File: config.mk
export PLATFORM = sky130hd
export DESIGN_NAME = mpu_host_if
export DESIGN_NICKNAME = d
export VERILOG_FILES = /design/src/rtl/mpu_host_pkg.sv /design/src/rtl/mhi_sync.sv /design/src/rtl/mhi_par.sv /design/src/rtl/mhi_ser.sv /design/src/rtl/mpu_host_if.sv
export SDC_FILE = /design/constraint.sdc
export NUM_CORES = 1
export LEC_CHECK = 0
export ABC_AREA = 1
export BUFFER_PORTS_ARGS = -buffer_cell sky130_fd_sc_hd__clkbuf_2
export CAP_MARGIN = 5
export CORE_MARGIN = 10
export CORE_UTILIZATION = 35
export DETAILED_ROUTE_END_ITERATION = 10
export PLACE_DENSITY_LB_ADDON = 0.1
export SETUP_SLACK_MARGIN = 0.2
export SKIP_LAST_GASP = 1
export SYNTH_ARGS = -nofsm -noshare
export SYNTH_HDL_FRONTEND = slang
export SYNTH_HIERARCHICAL = 1
export SYNTH_SLANG_ARGS = --single-unit
File: constraint.sdc
create_clock -name clk -period 2.55 [get_ports clk]
set_input_delay 0 -clock clk [delete_from_list [all_inputs] [get_ports clk]]
set_output_delay 0 -clock clk [all_outputs]
set_load 0.02 [all_outputs]
File: src/rtl/mpu_host_pkg.sv
package mpu_host_pkg;
  typedef enum logic [1:0] {
    HOST_STROBE_PAIR = 2'b00,
    HOST_DIR_ENABLE  = 2'b01,
    HOST_SERIAL      = 2'b10,
    HOST_SERIAL_ALT  = 2'b11
  } host_mode_e;

  function automatic logic mode_is_serial(input logic [1:0] m);
    return m[1];
  endfunction
endpackage

File: src/rtl/mhi_sync.sv
module mhi_sync #(
  parameter int          W      = 8,
  parameter int          STAGES = 2,
  parameter logic [W-1:0] RST   = '0
) (
  input  logic         clk,
  input  logic         rst_n,
  input  logic [W-1:0] d,
  output logic [W-1:0] q
);
  logic [W-1:0] stg [STAGES];

  for (genvar i = 0; i < STAGES; i++) begin : g_stage
    logic [W-1:0] src;
    if (i == 0) begin : g_first
      assign src = d;
    end else begin : g_next
      assign src = stg[i-1];
    end
    always_ff @(posedge clk or negedge rst_n) begin
      if (!rst_n) stg[i] <= RST;
      else        stg[i] <= src;
    end
  end

  assign q = stg[STAGES-1];
endmodule

File: src/rtl/mhi_par.sv
module mhi_par #(
  parameter int DW = 8
) (
  input  logic          clk,
  input  logic          rst_n,
  input  logic          en,
  input  logic          is_dir_en,
  input  logic          cs_n,
  input  logic          a0,
  input  logic          rd_e,
  input  logic          wr_rw,
  input  logic [DW-1:0] d,
  output logic          wr_ev,
  output logic          rd_ev,
  output logic [DW-1:0] ev_byte,
  output logic          ev_flag
);
  logic          wr_act, rd_act;
  logic          wr_prev_q, rd_prev_q, hold_a0_q;
  logic [DW-1:0] hold_d_q;
  logic          hold_a0_n;
  logic [DW-1:0] hold_d_n;

  always_comb begin
    wr_act = en && !cs_n && (is_dir_en ? (rd_e && !wr_rw) : !wr_rw);
    rd_act = en && !cs_n && (is_dir_en ? (rd_e &&  wr_rw) : !rd_e);
    hold_d_n  = hold_d_q;
    hold_a0_n = hold_a0_q;
    if (wr_act || rd_act) begin
      hold_d_n  = d;
      hold_a0_n = a0;
    end
  end

  always_ff @(posedge clk or negedge rst_n) begin
    if (!rst_n) begin
      wr_prev_q <= 1'b0;
      rd_prev_q <= 1'b0;
      hold_d_q  <= '0;
      hold_a0_q <= 1'b0;
    end else begin
      wr_prev_q <= wr_act;
      rd_prev_q <= rd_act;
      hold_d_q  <= hold_d_n;
      hold_a0_q <= hold_a0_n;
    end
  end

  assign wr_ev   = wr_prev_q && !wr_act;
  assign rd_ev   = rd_prev_q && !rd_act;
  assign ev_byte = hold_d_q;
  assign ev_flag = hold_a0_q;
endmodule

File: src/rtl/mhi_ser.sv
module mhi_ser #(
  parameter int DW = 8
) (
  input  logic          clk,
  input  logic          rst_n,
  input  logic          en,
  input  logic          cs_n,
  input  logic          sclk,
  input  logic          sdi,
  input  logic          a0,
  output logic          ev,
  output logic [DW-1:0] ev_byte,
  output logic          ev_flag
);
  localparam int CW = (DW > 1) ? $clog2(DW) : 1;
  localparam logic [CW-1:0] LAST = CW'(DW - 1);

  logic [CW-1:0] cnt_q, cnt_n;
  logic [DW-1:0] sh_q, sh_n;
  logic          sclk_q;
  logic          rise;

  always_comb begin
    rise  = sclk && !sclk_q;
    cnt_n = cnt_q;
    sh_n  = sh_q;
    if (!en || cs_n) begin
      cnt_n = '0;
    end else if (rise) begin
      sh_n  = {sh_q[DW-2:0], sdi};
      cnt_n = (cnt_q == LAST) ? '0 : cnt_q + 1'b1;
    end
  end

  always_ff @(posedge clk or negedge rst_n) begin
    if (!rst_n) begin
      cnt_q  <= '0;
      sh_q   <= '0;
      sclk_q <= 1'b0;
    end else begin
      cnt_q  <= cnt_n;
      sh_q   <= sh_n;
      sclk_q <= sclk;
    end
  end

  assign ev      = en && !cs_n && rise && (cnt_q == LAST);
  assign ev_byte = {sh_q[DW-2:0], sdi};
  assign ev_flag = a0;
endmodule

File: src/rtl/mpu_host_if.sv
module mpu_host_if
  import mpu_host_pkg::*;
#(
  parameter int DW          = 8,
  parameter int SYNC_STAGES = 2
) (
  input  logic          clk,
  input  logic          rst_n,
  input  logic [1:0]    mode_i,
  input  logic          cs_n_i,
  input  logic          a0_i,
  input  logic          rd_e_i,
  input  logic          wr_rw_i,
  input  logic [DW-1:0] bus_d_i,
  output logic [DW-1:0] bus_d_o,
  output logic          bus_oe_o,
  input  logic          sclk_i,
  input  logic          sdi_i,
  input  logic [DW-1:0] status_i,
  input  logic [DW-1:0] rdata_i,
  output logic [DW-1:0] byte_o,
  output logic          is_data_o,
  output logic          wr_stb_o,
  output logic          rd_stb_o
);
  localparam int SW = DW + 6;
  localparam logic [SW-1:0] SYNC_RST = {1'b1, {(SW-1){1'b0}}};

  // reset: asynchronous assert, synchronous release
  logic [1:0] rst_pipe_q;
  logic       rst_q_n;
  always_ff @(posedge clk or negedge rst_n) begin
    if (!rst_n) rst_pipe_q <= '0;
    else        rst_pipe_q <= {rst_pipe_q[0], 1'b1};
  end
  assign rst_q_n = rst_pipe_q[1];

  logic          ser;
  logic          s_cs_n, s_a0, s_rd_e, s_wr_rw, s_sclk, s_sdi;
  logic [DW-1:0] s_d;

  assign ser = mode_is_serial(mode_i);

  mhi_sync #(.W(SW), .STAGES(SYNC_STAGES), .RST(SYNC_RST)) u_sync (
    .clk   (clk),
    .rst_n (rst_q_n),
    .d     ({cs_n_i, a0_i, rd_e_i, wr_rw_i, sclk_i, sdi_i, bus_d_i}),
    .q     ({s_cs_n, s_a0, s_rd_e, s_wr_rw, s_sclk, s_sdi, s_d})
  );

  logic          p_wr, p_rd, p_flag, q_ev, q_flag;
  logic [DW-1:0] p_byte, q_byte;

  mhi_par #(.DW(DW)) u_par (
    .clk       (clk),
    .rst_n     (rst_q_n),
    .en        (!ser),
    .is_dir_en (mode_i[0]),
    .cs_n      (s_cs_n),
    .a0        (s_a0),
    .rd_e      (s_rd_e),
    .wr_rw     (s_wr_rw),
    .d         (s_d),
    .wr_ev     (p_wr),
    .rd_ev     (p_rd),
    .ev_byte   (p_byte),
    .ev_flag   (p_flag)
  );

  mhi_ser #(.DW(DW)) u_ser (
    .clk     (clk),
    .rst_n   (rst_q_n),
    .en      (ser),
    .cs_n    (s_cs_n),
    .sclk    (s_sclk),
    .sdi     (s_sdi),
    .a0      (s_a0),
    .ev      (q_ev),
    .ev_byte (q_byte),
    .ev_flag (q_flag)
  );

  // output stage
  logic          wr_n, rd_n, flag_n;
  logic [DW-1:0] byte_n;

  always_comb begin
    wr_n   = ser ? q_ev : p_wr;
    rd_n   = !ser && p_rd;
    byte_n = byte_o;
    flag_n = is_data_o;
    if (wr_n || rd_n) begin
      byte_n = ser ? q_byte : p_byte;
      flag_n = ser ? q_flag : p_flag;
    end
  end

  always_ff @(posedge clk or negedge rst_q_n) begin
    if (!rst_q_n) begin
      wr_stb_o  <= 1'b0;
      rd_stb_o  <= 1'b0;
      byte_o    <= '0;
      is_data_o <= 1'b0;
    end else begin
      wr_stb_o  <= wr_n;
      rd_stb_o  <= rd_n;
      byte_o    <= byte_n;
      is_data_o <= flag_n;
    end
  end

  // read data path straight from the pins
  always_comb begin
    bus_oe_o = rst_q_n && !ser && !cs_n_i &&
               (mode_i[0] ? (rd_e_i && wr_rw_i) : !rd_e_i);
    bus_d_o  = a0_i ? rdata_i : status_i;
  end
endmodule

# Word level (Yosys, flattened, before mapping)
# Cells that the tools add are included.
dict set report word_totals {
  input_bits 34
  register_bits 63
}
dict set report op_classes {
  bitwise_logic 1
  muxes 10
  n_reduce_logical 30
  eq_ne 1
  addsub 1
}
# cell n
set op_table {}
lappend op_table {{logical AND 1 bit} 16}
lappend op_table {{two-way mux 8 bit} 2}
lappend op_table {{zero test 1 bit} 9}
lappend op_table {{two-way mux 3 bit} 3}
lappend op_table {{two-way mux 1 bit} 5}
lappend op_table {{adder 3 x 1 -> 3 bit (second input constant)} 1}
lappend op_table {{equality test 3 bit (second input constant)} 1}
lappend op_table {{logical OR 1 bit} 3}
lappend op_table {{AND reduction 2 bit} 1}
lappend op_table {{nonzero test 2 bit} 1}
lappend op_table {{NOT 1 bit} 1}

# Depth between registers and ports, before layout
# Gate-level depths: netlist of run 1.
dict set report logic_depth {
  ltp_word 8
  ltp_mapped 13
}

# Cells and area by module
# The synthesis of run 1 kept the hierarchy.
# module cells_each n_inst seq_area_each_um2 area_per_inst_um2
set modules_own_cells {}
lappend modules_own_cells {mpu_host_if 98 1 325.3 787.0}
lappend modules_own_cells {mhi_sync 28 1 703.2 703.2}
lappend modules_own_cells {mhi_ser 57 1 275.3 511.7}
lappend modules_own_cells {mhi_par 56 1 275.3 500.5}

# Worst setup path after synthesis of run 1
# No wires, ideal clock.
dict set report synth_path {
  path_kind {register -> output}
  start {register rst_pipe_q[1]}
  end {output port bus_oe_o}
  path_slack_ns 0.385
  stages_incl_launch_ff 3
  arrival_ns 2.165
  cell_sequence {dfrtp_1 -> nand3_2 -> nor3_2}
}
dict set report synth_via {
  elab_chain_len 3
}
# element line
set synth_lines {}
lappend synth_lines {{start, declared} mpu_host_if.sv:30} ;# logic [1:0] rst_pipe_q;
lappend synth_lines {{start signal, assigned} mpu_host_if.sv:34} ;# else rst_pipe_q <= {rst_pipe_q[0], 1'b1};
lappend synth_lines {{logical AND 1 bit (3 in series)} mpu_host_if.sv:114} ;# bus_oe_o = rst_q_n && !ser && !cs_n_i &&
lappend synth_lines {{end, declared} mpu_host_if.sv:16} ;# output logic bus_oe_o,
# Every way passes these cells.

# Worst setup path in the final report of run 1
dict set report layout_path {
  start {register u_sync.stg, in the netlist u_sync/q[13]}
  end {register is_data_o}
}
dict set report layout_via {
  elab_cells_between_ends 14
  classes_between {1 x mux; 13 x reduce/logical}
}
# element line
set layout_rtl {}
lappend layout_rtl {{start, declared} mhi_sync.sv:11} ;# logic [W-1:0] stg [STAGES];
lappend layout_rtl {{start signal, assigned by index} mhi_sync.sv:22} ;# else stg[i] <= src;
lappend layout_rtl {{zero test 1 bit} mhi_ser.sv:47} ;# assign ev = en && !cs_n && rise && (cnt_q == LAST);
lappend layout_rtl {{logical AND 1 bit (3 in series)} mhi_ser.sv:47}
lappend layout_rtl {{via q_ev} mpu_host_if.sv:51} ;# logic p_wr, p_rd, p_flag, q_ev, q_flag;
lappend layout_rtl {{two-way mux 1 bit} mpu_host_if.sv:88} ;# wr_n = ser ? q_ev : p_wr;
lappend layout_rtl {{logical OR 1 bit} mpu_host_if.sv:92} ;# if (wr_n || rd_n) begin
lappend layout_rtl {{end signal, assigned} mpu_host_if.sv:108} ;# is_data_o <= flag_n;
lappend layout_rtl {{end, declared} mpu_host_if.sv:22} ;# output logic is_data_o,
# The timed path passes the listed nets, and every way through them passes these cells.
# A chain may end at the register's enable or synchronous reset.

==> impl_metrics.py, run 1 <==
metrics = {
    "outcome": {
        "status": "completed",
    },
    "logic_synthesis": {
        "yosysSeqAreaShare": 0.631,
        "netlist.top_cell.by_area": "sky130_fd_sc_hd__dfrtp_1",
        "count_of_flip_flops_with_a_built_in_enable_after_synthesis": 0,
        "synth.ff_latch_count": 63,
        "ys_top_cells_by_area": "sky130_fd_sc_hd__dfrtp_1 (61%), sky130_fd_sc_hd__nand2_1 (13%), sky130_fd_sc_hd__nand3_1 (6.0%)",
        "yosys.cell_types.count": 21,
        "post_synth_top_cells": "sky130_fd_sc_hd__nand2_1 (88), sky130_fd_sc_hd__dfrtp_1 (61), sky130_fd_sc_hd__nand3_1 (30)",
        "async_flop_share": 1.00,
        "synth_fp_nets": 275,
        "synth_area_mm2": 0.00250,
        "yosys_warnings": 6,
        "post_synthesis_mean_instance_area_um2": 10.5,
        "number_of_standard_cells_after_synthesis": 239,
        "synthFlopType": "sky130_fd_sc_hd__dfrtp_1",
        "post-synth-top-area-fraction": 0.610,
        "synthMostInstantiatedCell": "sky130_fd_sc_hd__nand2_1",
    },
    "global_route": {
        "grt_start_max_net_pins": 62,
        "busiest_layer": "met2",
        "grt_pass1_wl_mm": 8.47,
        "global_route.overflow_total": 0,
        "groute.layer.met1.usage": 0.114,
        "grt_pass1_vias": 1806,
        "grt_usage": 0.0953,
        "grt_util_met2": 0.148,
        "global_route.usage.met3": 0.0319,
        "initial_antenna_violation_count": 0,
    },
    "sta": {
        "finalHoldViolCount": 0,
        "timing.setup.tns_ns": 0,
        "clock_skew_ns": 0.00810,
        "setup_repair_after_global_routing_missed_its_margin": "no",
        "final.min_clock_period_ns": 1.66,
        "max_slew.worst_pin.slew_ns": 0.734,
        "setup-violations-final": 0,
        "report.final.slew_viol_count": 0,
        "max_slew_margin": 0.511,
        "min_period_over_period": 0.650,
        "finalHoldWorstSlack_ns": 0.154,
        "fmax_achieved_mhz": 604,
        "setup_slack_ns": 0.893,
    },
    "critical_path": {
        "worst-path-max-fanout": 14,
        "worstSetupStartpointType": "flip-flop",
        "crit-reg2reg-launch": "u_sync/q[13]",
        "r2r_cells": 9,
        "worstSetupPathType": "flip-flop to flip-flop",
        "regToRegEndpoint": "is_data_o",
        "crit_path_start": "u_sync/q[13]",
        "cp_data_required_time_ns": 2.78,
        "critPathCaptureType": "flip-flop",
        "worst_setup_path_endpoint": "is_data_o",
        "setup.reg_to_reg.worst_slack_ns": 0.89,
        "cp.arrival_ns": 1.89,
    },
    "routing": {
        "first_pass_iters": 4,
        "ant_nets": 0,
        "first_iter_violations": 34,
        "post_drt_wl_per_cell_um": 12.0,
        "detail_route.drc_violations": 0,
        "vias": 1702,
        "drt-vias-per-instance": 4.11,
        "wl_mm": 4.97,
    },
    "die": {
        "die_area_mm2": 0.0109,
        "floorplan.io_pins": 54,
        "die_y_um": 105,
        "core_mm2": 0.00687,
        "initial_cell_density_of_the_core": 0.364,
        "core.rowCount": 30,
        "die_x_extent_um": 105,
    },
    "clock_tree": {
        "cts-buffers-inserted": 9,
        "ctsLongestPathBuffers": 2,
        "clock_sink_count": 63,
        "post-cts-setup-buffer-count": 0,
        "htree_levels": 3,
        "clock_latency_ns": 0.34,
        "clkTransAtPathRegs_ns": 0.07,
        "clock-root-buffer": "sky130_fd_sc_hd__clkbuf_8",
        "cts_tree": "done",
    },
    "final_layout": {
        "area_added_between_synthesis_and_finish_pct": 28.0,
        "diodes": 0,
        "drive_gt1_frac": 0.308,
        "final.fill_count": 675,
        "finalNetCount": 349,
        "fin_cells": 414,
    },
    "placement": {
        "hpwlAfterDp_mm": 3.60,
        "place.detailed.instances": 382,
        "numPortBuffers": 53,
        "pre_cts_slack_ns": 0.899,
        "globalplace.congestion": 0.758,
    },
    "pwr": {
        "leakagePower_nw": 1.76,
        "post-layout-total-power_mw": 2.36,
        "cellPowerDensity_mw_per_mm2": 738,
        "vdd_ir_drop_max_mv": 0.356,
    },
    "min_path": {
        "hp-class": "input pin to flip-flop",
    },
    "flow_run": {
        "cap_viol_max_count": 0,
    },
}
==> layout make-up <==
class / count / area, um2 / share of cell area
clock buffers: 13 / 159 / 0.0496
well taps: 96 / 120 / 0.0375
multi-input cells: 148 / 757 / 0.236
clock inverters: 3 / 65.1 / 0.0203
repair buffers: 73 / 455 / 0.142
inverters: 18 / 67.6 / 0.0211
flip-flops and latches: 63 / 1580 / 0.493
==> power breakdown <==
group | leakage [nW] | total (mW) | internal (mW) | switching (mW)
registers | 0.782 | 1.14 | 1.09 | 0.0505
clock network | 0.114 | 0.960 | 0.603 | 0.357
logic | 0.863 | 0.267 | 0.111 | 0.155
total | 1.76 | 2.36 | 1.80 | 0.563
==> registers in the layout, indices dropped and copies added (netlist names) <==
| name | cells |
|---|---|
| u_par/ev_byte | 8 |
| u_par/wr_prev_q | 1 |
| u_par/rd_prev_q | 1 |
| u_par/ev_flag | 1 |
| u_sync/g_stage.src | 14 |
| byte_o | 8 |
| u_ser/sh_q | 7 |
| u_sync/q | 14 |
| u_ser/cnt_q | 3 |
| wr_stb_o | 1 |
| u_ser/sclk_q | 1 |
| rst_pipe_q | 2 |
| is_data_o | 1 |
| rd_stb_o | 1 |
==> worst min-delay path by stage <==
stage	startpoint	end	cells past startpoint
floorplan	rst_n	rst_pipe_q[0]	0
global placement	rst_n	rst_pipe_q[0]	1
detailed placement	rst_n	rst_pipe_q[0]	1
CTS	mode_i[1]	is_data_o	5
global route	mode_i[1]	byte_o[4]	5
finish	mode_i[1]	is_data_o	5
==> critical path: stages (launching register included) <==
cell and delay (ns):
sky130_fd_sc_hd__dfstp_2 0.39, sky130_fd_sc_hd__nor2_2 0.09, sky130_fd_sc_hd__buf_4 0.19, sky130_fd_sc_hd__nand2_2 0.14
sky130_fd_sc_hd__nor2_1 0.28, sky130_fd_sc_hd__inv_1 0.07, sky130_fd_sc_hd__nand2_1 0.07, sky130_fd_sc_hd__nand2_2 0.14
sky130_fd_sc_hd__nand3_1 0.11, sky130_fd_sc_hd__nand2_1 0.05
==> routing by layer <==
| metal | share of wire | routed length, um |
|---|---|---|
| met2 | 0.46 | 2280 |
| met4 | 0.017 | 84 |
| met5 | 0 | 0 |
| met3 | 0.046 | 226 |
| met1 | 0.48 | 2370 |
==> through the flow <==
step	util	instance area, um2
floorplan	-	2500
global placement	0.411	2820
detailed placement	0.411	2820
CTS	0.466	3200
global route	0.466	3200
finish	0.466	3200
==> what timing repair did <==
item / 4_1_cts / 5_1_grt
hold endpoints to repair: 16 / 0
resized for setup: 0 / 0
hold buffers: 16 / 0
==> cell usage in the layout (no fill, tap or decap), drive strengths merged <==
cell type / n
buf: 4
dfstp: 2
a21boi: 1
clkbuf: 66
inv: 18
nor3: 1
bufinv: 2
nand2: 94
ha: 2
nor2: 6
mux2: 8
dfrtp: 61
dlygate4sd3: 16
clkinv: 1
nand3: 35
conb: 1
==> cells by family after synthesis <==
group / synth area share
simple gates: 0.252
flops: 0.631
buf+inv: 0.0665
mux: 0.0360
fa+ha+maj: 0.0100
compound gates: 0.00300
other cells: 0.00150
Note: power is estimated with default switching activity, not from simulation.
==> run 2, diff against run 1 <==
--- a/config.mk
+++ b/config.mk
@@ -5,7 +5,7 @@
 export SDC_FILE = /design/constraint.sdc
 export NUM_CORES = 1
 export LEC_CHECK = 0
-export ABC_AREA = 1
+export ABC_AREA = 0
 export BUFFER_PORTS_ARGS = -buffer_cell sky130_fd_sc_hd__clkbuf_2
 export CAP_MARGIN = 5
 export CORE_MARGIN = 10
==> constraint.sdc (replaced) <==
create_clock -name clk -period 1.65 [get_ports clk]
set_input_delay 0 -clock clk [delete_from_list [all_inputs] [get_ports clk]]
set_output_delay 0 -clock clk [all_outputs]
set_load 0.02 [all_outputs]
==> run 2 against run 1 <==
Net effect:
- hold slack lost 0.11 ns
- core utilization grew 4.4 points
- first-iteration DRC count rose by 26%
- largest cell class unchanged
- critical path depth fell by 4
- combinational power rose to 2.5 times the previous value
==> impl_metrics.py, run 2 <==
metrics = {
    "logic_synthesis": {
        "post-synth-top-area-fraction": 0.614,
        "ys_top_cells_by_area": "sky130_fd_sc_hd__dfrtp_1 (61%), sky130_fd_sc_hd__mux2_4 (9.7%), sky130_fd_sc_hd__mux2i_1 (4.8%)",
        "synthFlopType": "sky130_fd_sc_hd__dfrtp_1",
        "number_of_standard_cells_after_synthesis": 163,
        "post_synth_top_cells": "sky130_fd_sc_hd__dfrtp_1 (61), sky130_fd_sc_hd__mux2_4 (16), sky130_fd_sc_hd__mux2i_1 (12)",
        "async_flop_share": 1.00,
        "netlist.top_cell.by_area": "sky130_fd_sc_hd__dfrtp_1",
        "count_of_flip_flops_with_a_built_in_enable_after_synthesis": 0,
        "yosys.cell_types.count": 28,
        "synthMostInstantiatedCell": "sky130_fd_sc_hd__dfrtp_1",
        "synth.ff_latch_count": 63,
        "synth_fp_nets": 199,
        "post_synthesis_mean_instance_area_um2": 15.3,
        "yosysSeqAreaShare": 0.635,
        "synth_area_mm2": 0.00249,
        "yosys_warnings": 6,
    },
    "critical_path": {
        "worstSetupPathType": "flip-flop to flip-flop",
        "cp_data_required_time_ns": 1.86,
        "cp.arrival_ns": 1.72,
        "worst-path-max-fanout": 5,
        "worstSetupStartpointType": "flip-flop",
        "critPathCaptureType": "flip-flop",
    },
    "outcome": {
        "status": "completed",
    },
    "global_route": {
        "global_route.overflow_total": 0,
        "initial_antenna_violation_count": 0,
        "grt_pass1_wl_mm": 8.93,
        "grt_pass1_vias": 1868,
        "grt_usage": 0.101,
        "grt_start_max_net_pins": 62,
    },
    "flow_run": {
        "cap_viol_max_count": 0,
    },
    "clock_tree": {
        "clock-root-buffer": "sky130_fd_sc_hd__clkbuf_8",
        "clock_sink_count": 63,
        "clkTransAtPathRegs_ns": 0.07,
        "clock_latency_ns": 0.33,
        "htree_levels": 3,
        "cts_tree": "done",
        "cts-buffers-inserted": 9,
        "ctsLongestPathBuffers": 2,
    },
    "pwr": {
        "cellPowerDensity_mw_per_mm2": 1130,
        "internal_power_mw": 2.94,
        "comb_power_share": 0.170,
        "vdd_ir_drop_max_mv": 0.439,
        "leakagePower_nw": 1.71,
        "switching_share": 0.256,
        "p_switching_mw": 1.01,
        "share_seq_of_total_power": 0.473,
        "power.clock.fraction": 0.357,
    },
    "sta": {
        "min_period_over_period": 0.914,
        "fmax_achieved_mhz": 663,
        "timing.setup.tns_ns": 0,
        "clock_skew_ns": 0.00538,
        "finalHoldWorstSlack_ns": 0.0488,
        "max_slew_margin": 0.497,
        "max_slew.worst_pin.slew_ns": 0.754,
        "final.min_clock_period_ns": 1.51,
        "report.final.slew_viol_count": 0,
        "setup-violations-final": 0,
        "setup_repair_after_global_routing_missed_its_margin": "yes",
        "finalHoldViolCount": 0,
    },
    "final_layout": {
        "final.fill_count": 588,
        "layout_commonest_cell": "sky130_fd_sc_hd__dfrtp_1",
        "diodes": 0,
        "drive_gt1_frac": 0.551,
        "layout.cells.most_common_list": "sky130_fd_sc_hd__dfrtp_1 (60), sky130_fd_sc_hd__clkbuf_2 (53), sky130_fd_sc_hd__mux2_4 (17), sky130_fd_sc_hd__dlygate4sd3_1 (17), sky130_fd_sc_hd__buf_4 (16)",
        "finish.instance_area_mm2": 0.00350,
        "area_added_between_synthesis_and_finish_pct": 40.8,
        "finalNetCount": 294,
    },
    "routing": {
        "vias": 1582,
        "ant_nets": 0,
        "first_iter_violations": 43,
        "detail_route.drc_violations": 0,
        "first_pass_iters": 4,
        "post_drt_wl_per_cell_um": 14.6,
        "drt-vias-per-instance": 4.41,
        "wl_mm": 5.25,
    },
    "die": {
        "core.rowCount": 30,
        "die_area_mm2": 0.0109,
        "initial_cell_density_of_the_core": 0.362,
        "die_x_extent_um": 104,
        "floorplan.io_pins": 54,
        "die_y_um": 104,
        "core_mm2": 0.00687,
    },
    "placement": {
        "postPlaceCellArea_mm2": 0.00289,
        "hpwlAfterDp_mm": 3.40,
        "numPortBuffers": 53,
        "globalplace.congestion": 0.711,
    },
    "min_path": {
        "hp-class": "input pin to flip-flop",
    },
}
## run 2: changes by cell type after synthesis, moves of 5 or more
cell                       change
sky130_fd_sc_hd__nand3_1      -28
sky130_fd_sc_hd__nor2b_1       +8
sky130_fd_sc_hd__inv_1        -17
sky130_fd_sc_hd__nand2_1      -88
sky130_fd_sc_hd__mux2_4       +16
sky130_fd_sc_hd__mux2i_1      +12
sky130_fd_sc_hd__buf_6         -5
sky130_fd_sc_hd__a21oi_1      +10
sky130_fd_sc_hd__a211oi_1      +9
## run 2: timing repair
item,CTS,global route
gates cloned,4,0
resized for setup,14,9
setup buffers,12,2
pin swaps,17,7
hold buffers,17,0
setup endpoints to repair,18,19
hold endpoints to repair,17,0
## run 2: path summary, 6_finish.rpt
path	startpoint	endpoint	slack [ns]	depth (start not counted)
worst max-delay path	u_sync/q[11]	u_par/ev_flag	0.14	5
worst min-delay path	mode_i[1]	wr_stb_o	0.05	2
worst max register to register	u_sync/q[11]	u_par/ev_flag	0.14	5
worst min register to register	u_sync/g_stage[1].src[12]	u_sync/q[12]	0.35	0
max in group asynchronous	rst_pipe_q[1]	u_sync/g_stage[1].src[3]	0.72	1
min in group asynchronous	rst_pipe_q[1]	u_sync/g_stage[1].src[1]	0.44	1
## run 2: cells by family after synthesis
kind of cell    count (synthesis)  synth area share
mux                            37             0.186
fa+ha+maj                       2            0.0101
other cells                     1           0.00151
simple gates                   31            0.0931
flops                          63             0.635
buf+inv                         9            0.0256
compound gates                 20            0.0493
## run 2: per-layer routing
metal	GRT usage	part of all wire	up-vias
li1	-	-	755
met1	0.112	0.42	769
met2	0.163	0.50	51
met3	0.0440	0.063	7
met4	0.0447	0.012	0
met5	0	0	-
## run 2: cell type report
type | count | area [um2] | share of cell area
Sequential cell | 63 | 1580 | 0.451
Inverter | 1 | 3.75 | 0.00107
Timing Repair Buffer | 89 | 593 | 0.169
Clock buffer | 10 | 128 | 0.0364
Tap cell | 96 | 120 | 0.0343
Multi-Input combinational cell | 94 | 993 | 0.284
Clock inverter | 6 | 85.1 | 0.0243
## run 2: power by group through the flow
stage	logic (mW)	registers (mW)	clock network [mW]
floorplan	0.359	1.94	0
global placement	0.591	1.89	0
detailed placement	0.606	1.89	0
CTS	0.663	1.86	1.46
global route	0.734	1.89	1.52
finish	0.671	1.87	1.41
## run 2: through the flow
stage | setup WS [ns] | power, mW | cells | utilization
floorplan | 0.0959 | 2.29 | 163 | -
global placement | 0.105 | 2.48 | 308 | 0.420
detailed placement | 0.0582 | 2.49 | 308 | 0.420
CTS | 0.0935 | 3.98 | 357 | 0.503
global route | 0.0558 | 4.14 | 359 | 0.510
finish | 0.141 | 3.95 | 359 | 0.510
## run 2: worst max-delay path: stages (launching register included)
cell and delay (ns):
sky130_fd_sc_hd__dfrtp_1 0.38, sky130_fd_sc_hd__buf_4 0.13, sky130_fd_sc_hd__nor2b_2 0.05, sky130_fd_sc_hd__or3_4 0.40
sky130_fd_sc_hd__buf_8 0.15, sky130_fd_sc_hd__mux2_4 0.29
